`config.mk`:
```
export PLATFORM = sky130hd
export DESIGN_NAME = psram_async_front
export DESIGN_NICKNAME = d
export VERILOG_FILES = /design/src/rtl/psram_pkg.sv /design/src/rtl/psram_sync.sv /design/src/rtl/psram_array.sv /design/src/rtl/psram_cfg.sv /design/src/rtl/psram_fsm.sv /design/src/rtl/psram_async_front.sv
export SDC_FILE = /design/constraint.sdc
export NUM_CORES = 1
export LEC_CHECK = 0
export ABC_AREA = 1
export BUFFER_PORTS_ARGS = -buffer_cell sky130_fd_sc_hd__buf_4
export CAP_MARGIN = 10
export CORE_MARGIN = 5
export CORE_UTILIZATION = 45
export CTS_BUF_LIST = sky130_fd_sc_hd__clkbuf_8
export DETAILED_ROUTE_END_ITERATION = 7
export SLEW_MARGIN = 20
export SYNTH_ARGS = -nofsm -noshare
export SYNTH_HDL_FRONTEND = slang
export SYNTH_SLANG_ARGS = --single-unit
```
`constraint.sdc`:
```
create_clock -name clk -period 2.1 [get_ports clk]
set_clock_uncertainty 0.05 [all_clocks]
set_input_delay 0.21 -clock clk [delete_from_list [all_inputs] [get_ports clk]]
set_output_delay 0.21 -clock clk [all_outputs]
set_load 0.02 [all_outputs]
```
`src/rtl/psram_pkg.sv`:
```
package psram_pkg;

    localparam int ADDR_W  = 21;
    localparam int DATA_W  = 16;
    localparam int BYTES   = DATA_W / 8;
    localparam int CFG_W   = 16;

    // address bit choosing the target register during a load
    localparam int SEL_BIT = 19;
    // refresh register bit that keeps deep power-down disabled when set
    localparam int DPD_BIT = 4;

    localparam logic [CFG_W-1:0] BUS_CFG_RST     = 16'h8000;
    localparam logic [CFG_W-1:0] REFRESH_CFG_RST = 16'h0010;

    typedef enum logic [2:0] {
        ST_IDLE,
        ST_READ,
        ST_WRITE,
        ST_HOLD,
        ST_CREG,
        ST_DPD
    } state_t;

    typedef struct packed {
        logic              cs_n;
        logic              adv_n;
        logic              we_n;
        logic              oe_n;
        logic [BYTES-1:0]  be_n;
        logic              cre;
        logic [ADDR_W-1:0] addr;
        logic [DATA_W-1:0] din;
    } pins_t;

    localparam int PINS_W = $bits(pins_t);

    localparam pins_t PINS_IDLE = '{
        cs_n:  1'b1,
        adv_n: 1'b1,
        we_n:  1'b1,
        oe_n:  1'b1,
        be_n:  {BYTES{1'b1}},
        cre:   1'b0,
        addr:  '0,
        din:   '0
    };

endpackage

```
`src/rtl/psram_sync.sv`:
```
module psram_sync #(
    parameter int             W       = 1,
    parameter int             STAGES  = 2,
    parameter logic [W-1:0]   RST_VAL = '0
) (
    input  logic         clk,
    input  logic         rst_n,
    input  logic [W-1:0] d,
    output logic [W-1:0] q
);

    logic [W-1:0] stg [STAGES];

    always_ff @(posedge clk or negedge rst_n) begin
        if (!rst_n) begin
            for (int i = 0; i < STAGES; i++) begin
                stg[i] <= RST_VAL;
            end
        end else begin
            stg[0] <= d;
            for (int i = 1; i < STAGES; i++) begin
                stg[i] <= stg[i-1];
            end
        end
    end

    assign q = stg[STAGES-1];

endmodule

```
`src/rtl/psram_array.sv`:
```
module psram_array
    import psram_pkg::*;
#(
    parameter int DEPTH = 64,
    parameter int AW    = $clog2(DEPTH)
) (
    input  logic              clk,
    input  logic              we,
    input  logic [BYTES-1:0]  mask,
    input  logic [AW-1:0]     waddr,
    input  logic [DATA_W-1:0] wdata,
    input  logic [AW-1:0]     raddr,
    output logic [DATA_W-1:0] rdata
);

    // DEPTH is expected to be a power of two
    logic [DATA_W-1:0] mem [DEPTH];

    always_ff @(posedge clk) begin
        if (we) begin
            for (int b = 0; b < BYTES; b++) begin
                if (mask[b]) begin
                    mem[waddr][b*8 +: 8] <= wdata[b*8 +: 8];
                end
            end
        end
    end

    assign rdata = mem[raddr];

endmodule

```
`src/rtl/psram_cfg.sv`:
```
module psram_cfg
    import psram_pkg::*;
(
    input  logic             clk,
    input  logic             rst_n,
    input  logic             load,
    input  logic             sel_bus,
    input  logic [CFG_W-1:0] value,
    output logic [CFG_W-1:0] bus_cfg,
    output logic [CFG_W-1:0] refresh_cfg
);

    always_ff @(posedge clk or negedge rst_n) begin
        if (!rst_n) begin
            bus_cfg     <= BUS_CFG_RST;
            refresh_cfg <= REFRESH_CFG_RST;
        end else if (load) begin
            if (sel_bus) begin
                bus_cfg <= value;
            end else begin
                refresh_cfg <= value;
            end
        end
    end

endmodule

```
`src/rtl/psram_fsm.sv`:
```
module psram_fsm
    import psram_pkg::*;
(
    input  logic             clk,
    input  logic             rst_n,
    input  pins_t            cur,
    input  pins_t            prv,
    input  logic             dpd_off,
    output state_t           state_o,
    output logic             rd_en,
    output logic             mem_we,
    output logic [BYTES-1:0] mem_mask,
    output logic             cfg_load,
    output logic             cfg_sel_bus
);

    state_t state, state_nx;

    logic             cs_rise;
    logic             we_rise;
    logic [BYTES-1:0] be_rise;
    logic             write_edge;
    logic             load_edge;
    logic             start;
    logic             stay_awake;
    logic             unused_fsm;

    assign unused_fsm = ^{cur, prv};

    assign cs_rise    = cur.cs_n & ~prv.cs_n;
    assign we_rise    = cur.we_n & ~prv.we_n;
    assign be_rise    = cur.be_n & ~prv.be_n;
    assign write_edge = cs_rise | we_rise | (|be_rise);
    assign load_edge  = cs_rise | we_rise;
    assign start      = ~cur.cs_n & ~cur.adv_n;

    // deep power-down flag after the load that is committing now
    assign stay_awake = prv.addr[SEL_BIT] ? dpd_off : prv.addr[DPD_BIT];

    always_ff @(posedge clk or negedge rst_n) begin
        if (!rst_n) begin
            state <= ST_IDLE;
        end else begin
            state <= state_nx;
        end
    end

    always_comb begin
        state_nx = state;
        unique case (state)
            ST_IDLE: begin
                if (start && !cur.we_n && cur.cre) begin
                    state_nx = ST_CREG;
                end else if (start && !cur.we_n) begin
                    state_nx = ST_WRITE;
                end else if (start && !cur.oe_n) begin
                    state_nx = ST_READ;
                end
            end
            ST_READ: begin
                if (cur.cs_n || (cur.oe_n && cur.we_n)) begin
                    state_nx = ST_IDLE;
                end else if (!cur.we_n) begin
                    state_nx = ST_WRITE;
                end
            end
            ST_WRITE: begin
                if (write_edge) begin
                    state_nx = ST_HOLD;
                end
            end
            ST_HOLD: begin
                if (cur.cs_n || cur.we_n) begin
                    state_nx = ST_IDLE;
                end
            end
            ST_CREG: begin
                if (load_edge) begin
                    state_nx = stay_awake ? ST_IDLE : ST_DPD;
                end
            end
            ST_DPD: begin
                if (start && !cur.we_n && cur.cre) begin
                    state_nx = ST_CREG;
                end
            end
            default: state_nx = ST_IDLE;
        endcase
    end

    always_comb begin
        rd_en       = (state == ST_READ) && !cur.cs_n && !cur.oe_n && cur.we_n;
        mem_we      = (state == ST_WRITE) && write_edge;
        mem_mask    = ~prv.be_n;
        cfg_load    = (state == ST_CREG) && load_edge;
        cfg_sel_bus = prv.addr[SEL_BIT];
    end

    assign state_o = state;

endmodule

```
`src/rtl/psram_async_front.sv`:
```
module psram_async_front
    import psram_pkg::*;
#(
    parameter int DEPTH       = 64,
    parameter int SYNC_STAGES = 2
) (
    input  logic              clk,
    input  logic              rst_n,
    input  logic              cs_n,
    input  logic              adv_n,
    input  logic              we_n,
    input  logic              oe_n,
    input  logic              ub_n,
    input  logic              lb_n,
    input  logic              cre,
    input  logic [ADDR_W-1:0] addr,
    input  logic [DATA_W-1:0] dq_i,
    output logic [DATA_W-1:0] dq_o,
    output logic [BYTES-1:0]  dq_oe,
    output logic [CFG_W-1:0]  bus_cfg,
    output logic [CFG_W-1:0]  refresh_cfg
);

    localparam int MEM_AW = $clog2(DEPTH);

    pins_t             raw_pins;
    pins_t             cur;
    pins_t             prv;
    logic [PINS_W-1:0] cur_bits;

    state_t            fsm_state;
    logic              rd_en;
    logic              mem_we;
    logic [BYTES-1:0]  mem_mask;
    logic              cfg_load;
    logic              cfg_sel_bus;
    logic [DATA_W-1:0] rdata;

    always_comb begin
        raw_pins.cs_n  = cs_n;
        raw_pins.adv_n = adv_n;
        raw_pins.we_n  = we_n;
        raw_pins.oe_n  = oe_n;
        raw_pins.be_n  = {ub_n, lb_n};
        raw_pins.cre   = cre;
        raw_pins.addr  = addr;
        raw_pins.din   = dq_i;
    end

    psram_sync #(
        .W       (PINS_W),
        .STAGES  (SYNC_STAGES),
        .RST_VAL (PINS_IDLE)
    ) u_sync (
        .clk   (clk),
        .rst_n (rst_n),
        .d     (raw_pins),
        .q     (cur_bits)
    );

    assign cur = pins_t'(cur_bits);

    always_ff @(posedge clk or negedge rst_n) begin
        if (!rst_n) begin
            prv <= PINS_IDLE;
        end else begin
            prv <= cur;
        end
    end

    psram_fsm u_fsm (
        .clk         (clk),
        .rst_n       (rst_n),
        .cur         (cur),
        .prv         (prv),
        .dpd_off     (refresh_cfg[DPD_BIT]),
        .state_o     (fsm_state),
        .rd_en       (rd_en),
        .mem_we      (mem_we),
        .mem_mask    (mem_mask),
        .cfg_load    (cfg_load),
        .cfg_sel_bus (cfg_sel_bus)
    );

    psram_array #(
        .DEPTH (DEPTH),
        .AW    (MEM_AW)
    ) u_array (
        .clk   (clk),
        .we    (mem_we),
        .mask  (mem_mask),
        .waddr (prv.addr[MEM_AW-1:0]),
        .wdata (prv.din),
        .raddr (cur.addr[MEM_AW-1:0]),
        .rdata (rdata)
    );

    psram_cfg u_cfg (
        .clk         (clk),
        .rst_n       (rst_n),
        .load        (cfg_load),
        .sel_bus     (cfg_sel_bus),
        .value       (prv.addr[CFG_W-1:0]),
        .bus_cfg     (bus_cfg),
        .refresh_cfg (refresh_cfg)
    );

    for (genvar b = 0; b < BYTES; b++) begin : g_lane
        assign dq_oe[b]       = rd_en && !cur.be_n[b];
        assign dq_o[b*8 +: 8] = (rd_en && !cur.be_n[b]) ? rdata[b*8 +: 8] : 8'h00;
    end

endmodule

```
==> run metrics <==
Worst R2R Setup Slack=-0.12 ns; crit path cell chain=buf_12 -> buf_16 -> buf_12 -> buf_16 -> nand2_1 -> nand3_1 -> nand3_2 -> nand2_2 -> nand2_1 -> nand3_2 -> nand3_2 -> a21oi_4 -> buf_6; setup violators final=884; area growth from synthesis to layout=31.1%; Total GRT Usage=22.9%; CP max stage delay=0.47 ns; core footprint=103000 um2; Hold Fails Final Rpt=0; Worst Path Arrival=2.99 ns; top cells by area, synth=edfxtp_1, nand2_1, nand3_1; post-DP HPWL=74400 um; First-pass DRT Iterations=5; Antenna Nets Post-Route=0; Rows=118; maximum fanout along the worst path=7; Initial Utilization=45.1%; Final period util=155%; Worst Setup SP=u_sync.q[16]; antenna violations before repair=4; Seq/Total Area, Yosys=74.2%; drt total wl=136000 um; Slowest cell on crit path=dfrtp_4; Initial DRC Count=3611; commonest cells after routing, fill and taps aside=nand2_1, edfxtp_1, nand3_1; commonest non-fill, non-tap cell in the layout=nand2_1; clk root buf=clkbuf_8; first-pass GRT wire length=193000 um; Setup WS post-layout=-1.15 ns; run status=complete, but fails checks; slew margin rel.=55.6%; total grt overflow=0; RSZ-0062 raised after global routing=true; final std cells w/o fill=5991; Layout Nets=4509; f_max=308 MHz; die height=332 um; max-slew violations=0; DR vias/cell=5.48; Max Cap Violations=0; Synth cell types=28; area fraction of the dominant cell type after synthesis=66.0%; end of the critical path=dq_o[11]; VDD IR max=0.000839 V; global placer's final weighted congestion=0.846; Clock Sinks=1176; Leak=0.0229 uW; Die ar.=110000 um2; IO Pins=96; Yosys warnings=0; Worst setup EP type=primary output; reg-to-reg critical path endpoint=u_array.mem[52][13]; critical path class=reg -> out; worst-skew pair later-pin latency=0.87 ns; Post-Syn Nets=3971; Syn Inst Count=3925; share of post-route cells with drive strength above 1=26.4%; drc violations=0; wire per inst=22.7 um; Yosys reg bits=1176; post-layout min period=3.25 ns; R2R depth=6; Min-Delay Path Class=reg -> reg; CTS buffer count=188; Slew @ Worst Pin=0.665 ns; PwrDens=825 nW/um2; top cell type by total area after synthesis=edfxtp_1; Die X=332 um; Reg clk slew, reported paths=0.06 ns; port bufs=91; CP required=1.84 ns; failing checks=negative setup slack; synthesized area per cell=11.9 um2; Cell Area, Synth=46600 um2; vias in the first global route=31200; Startpoint Class=flop; WHS=0.289 ns; H-Tree Depth=4; Cells after DPL=5477; TritonCTS clock tree=yes; fill cell count=7971; Reg-to-Reg Start=prv[21]; Bufs on Longest Clock Path=3; Vias=32800; largest net degree at the start of global routing=65; Crit path top cell by count=nand3_2
## what timing repair did
item | in CTS | in global routing
pin swaps | 85 | 100
endpoints found under the hold margin | 192 | 0
gates resized for setup | 300 | 645
gates cloned | 28 | 39
endpoints found under the setup margin | 296 | 1077
hold buffers | 83 | 0
buffers inserted | 35 | 13
## how the worst min path moves through the flow
stage	start	endpoint	slack (ns)	depth (start not counted)
6_report	u_sync.q[11]	prv[11]	0.29	0
3_5_place_dp	rst_n	u_sync.stg[53]	0.15	1
4_1_cts	u_sync.q[11]	prv[11]	0.30	0
2_1_floorplan	rst_n	prv[0]	-0.14	0
3_3_place_gp	rst_n	u_sync.stg[53]	0.14	1
5_1_grt	u_sync.stg[59]	u_sync.q[15]	0.30	0
## layout make-up
| type | count | area (um2) | share of cell area (%) |
|---|---|---|---|
| Multi-Input combinational cell | 2475 | 13100 | 21.4 |
| Clock inverter | 135 | 702 | 1.15 |
| Timing Repair Buffer | 583 | 7990 | 13.1 |
| Tap cell | 1380 | 1730 | 2.83 |
| Timing Repair inverter | 5 | 72.6 | 0.119 |
| Clock buffer | 200 | 2750 | 4.51 |
| Inverter | 34 | 169 | 0.277 |
| Antenna cell | 3 | 7.51 | 0.0123 |
| Sequential cell | 1176 | 34600 | 56.7 |
## per-layer routing
layer  vias up  part of all wire, %  track usage (%)
li1      14800                    -                -
met2      1584                   46             35.6
met1     16100                   42             33.4
met4         0                  3.3             7.04
met5         -                    0                0
met3       300                  8.1             3.87
## report_power, final
part           leakage [uW]  switching (uW)  internal [uW]
clock network       0.00205            8900           9250
registers            0.0110             313          25900
logic               0.00987            3700           2330
total                0.0229           12900          37500
## cell usage after synthesis (all sizes together)
library cell / number
dfrtp: 134
nand4: 2
nand3: 869
clkbuf: 51
or2: 1
inv: 33
nor3: 18
nand2: 1388
nand3b: 1
o31ai: 1
edfxtp: 1024
buf: 189
clkinv: 1
o22ai: 1
a22o: 1
nor2: 137
dfstp: 18
o21ai: 35
o21bai: 1
o221ai: 1
nor3b: 1
o211ai: 2
a21oi: 16
## cell families after synthesis
logic type | share of synthesized area (%)
AND/OR/NAND/NOR | 21.9
buffers and inverters | 3.23
AO/OA/AOI/OAI | 0.677
flip-flops | 74.2
## flip-flops by register name, summed over array words and instances (netlist names)
signal,flops
u_sync.q,40
u_fsm.state_o,3
u_cfg.bus_cfg,16
u_cfg.refresh_cfg,16
u_array.mem,1024
u_sync.stg,40
prv,37
## worst max-delay path: cells and delay by family (launching register included)
family,cells,cell delay (ns)
buffers and inverters,5,0.80
AND/OR/NAND/NOR,7,0.60
flip-flops,1,0.47
AO/OA/AOI/OAI,1,0.21
## through the flow
step / instance area [um2] / utilization, % / power (uW) / setup slack [ns] / setup TNS [ns]
floorplan: 46600 / - / 29100 / -0.0552 / -53.03
global placement: 51200 / 49.6 / 31100 / -0.420 / -6.02
detailed placement: 51200 / 49.6 / 31100 / -0.446 / -6.48
CTS: 57700 / 55.9 / 49800 / -1.19 / -583.88
global route: 61100 / 59.2 / 52300 / -1.26 / -100.01
finish: 61100 / 59.2 / 50400 / -1.15 / -55.30
No activity file was read; power rests on OpenSTA's default activity.
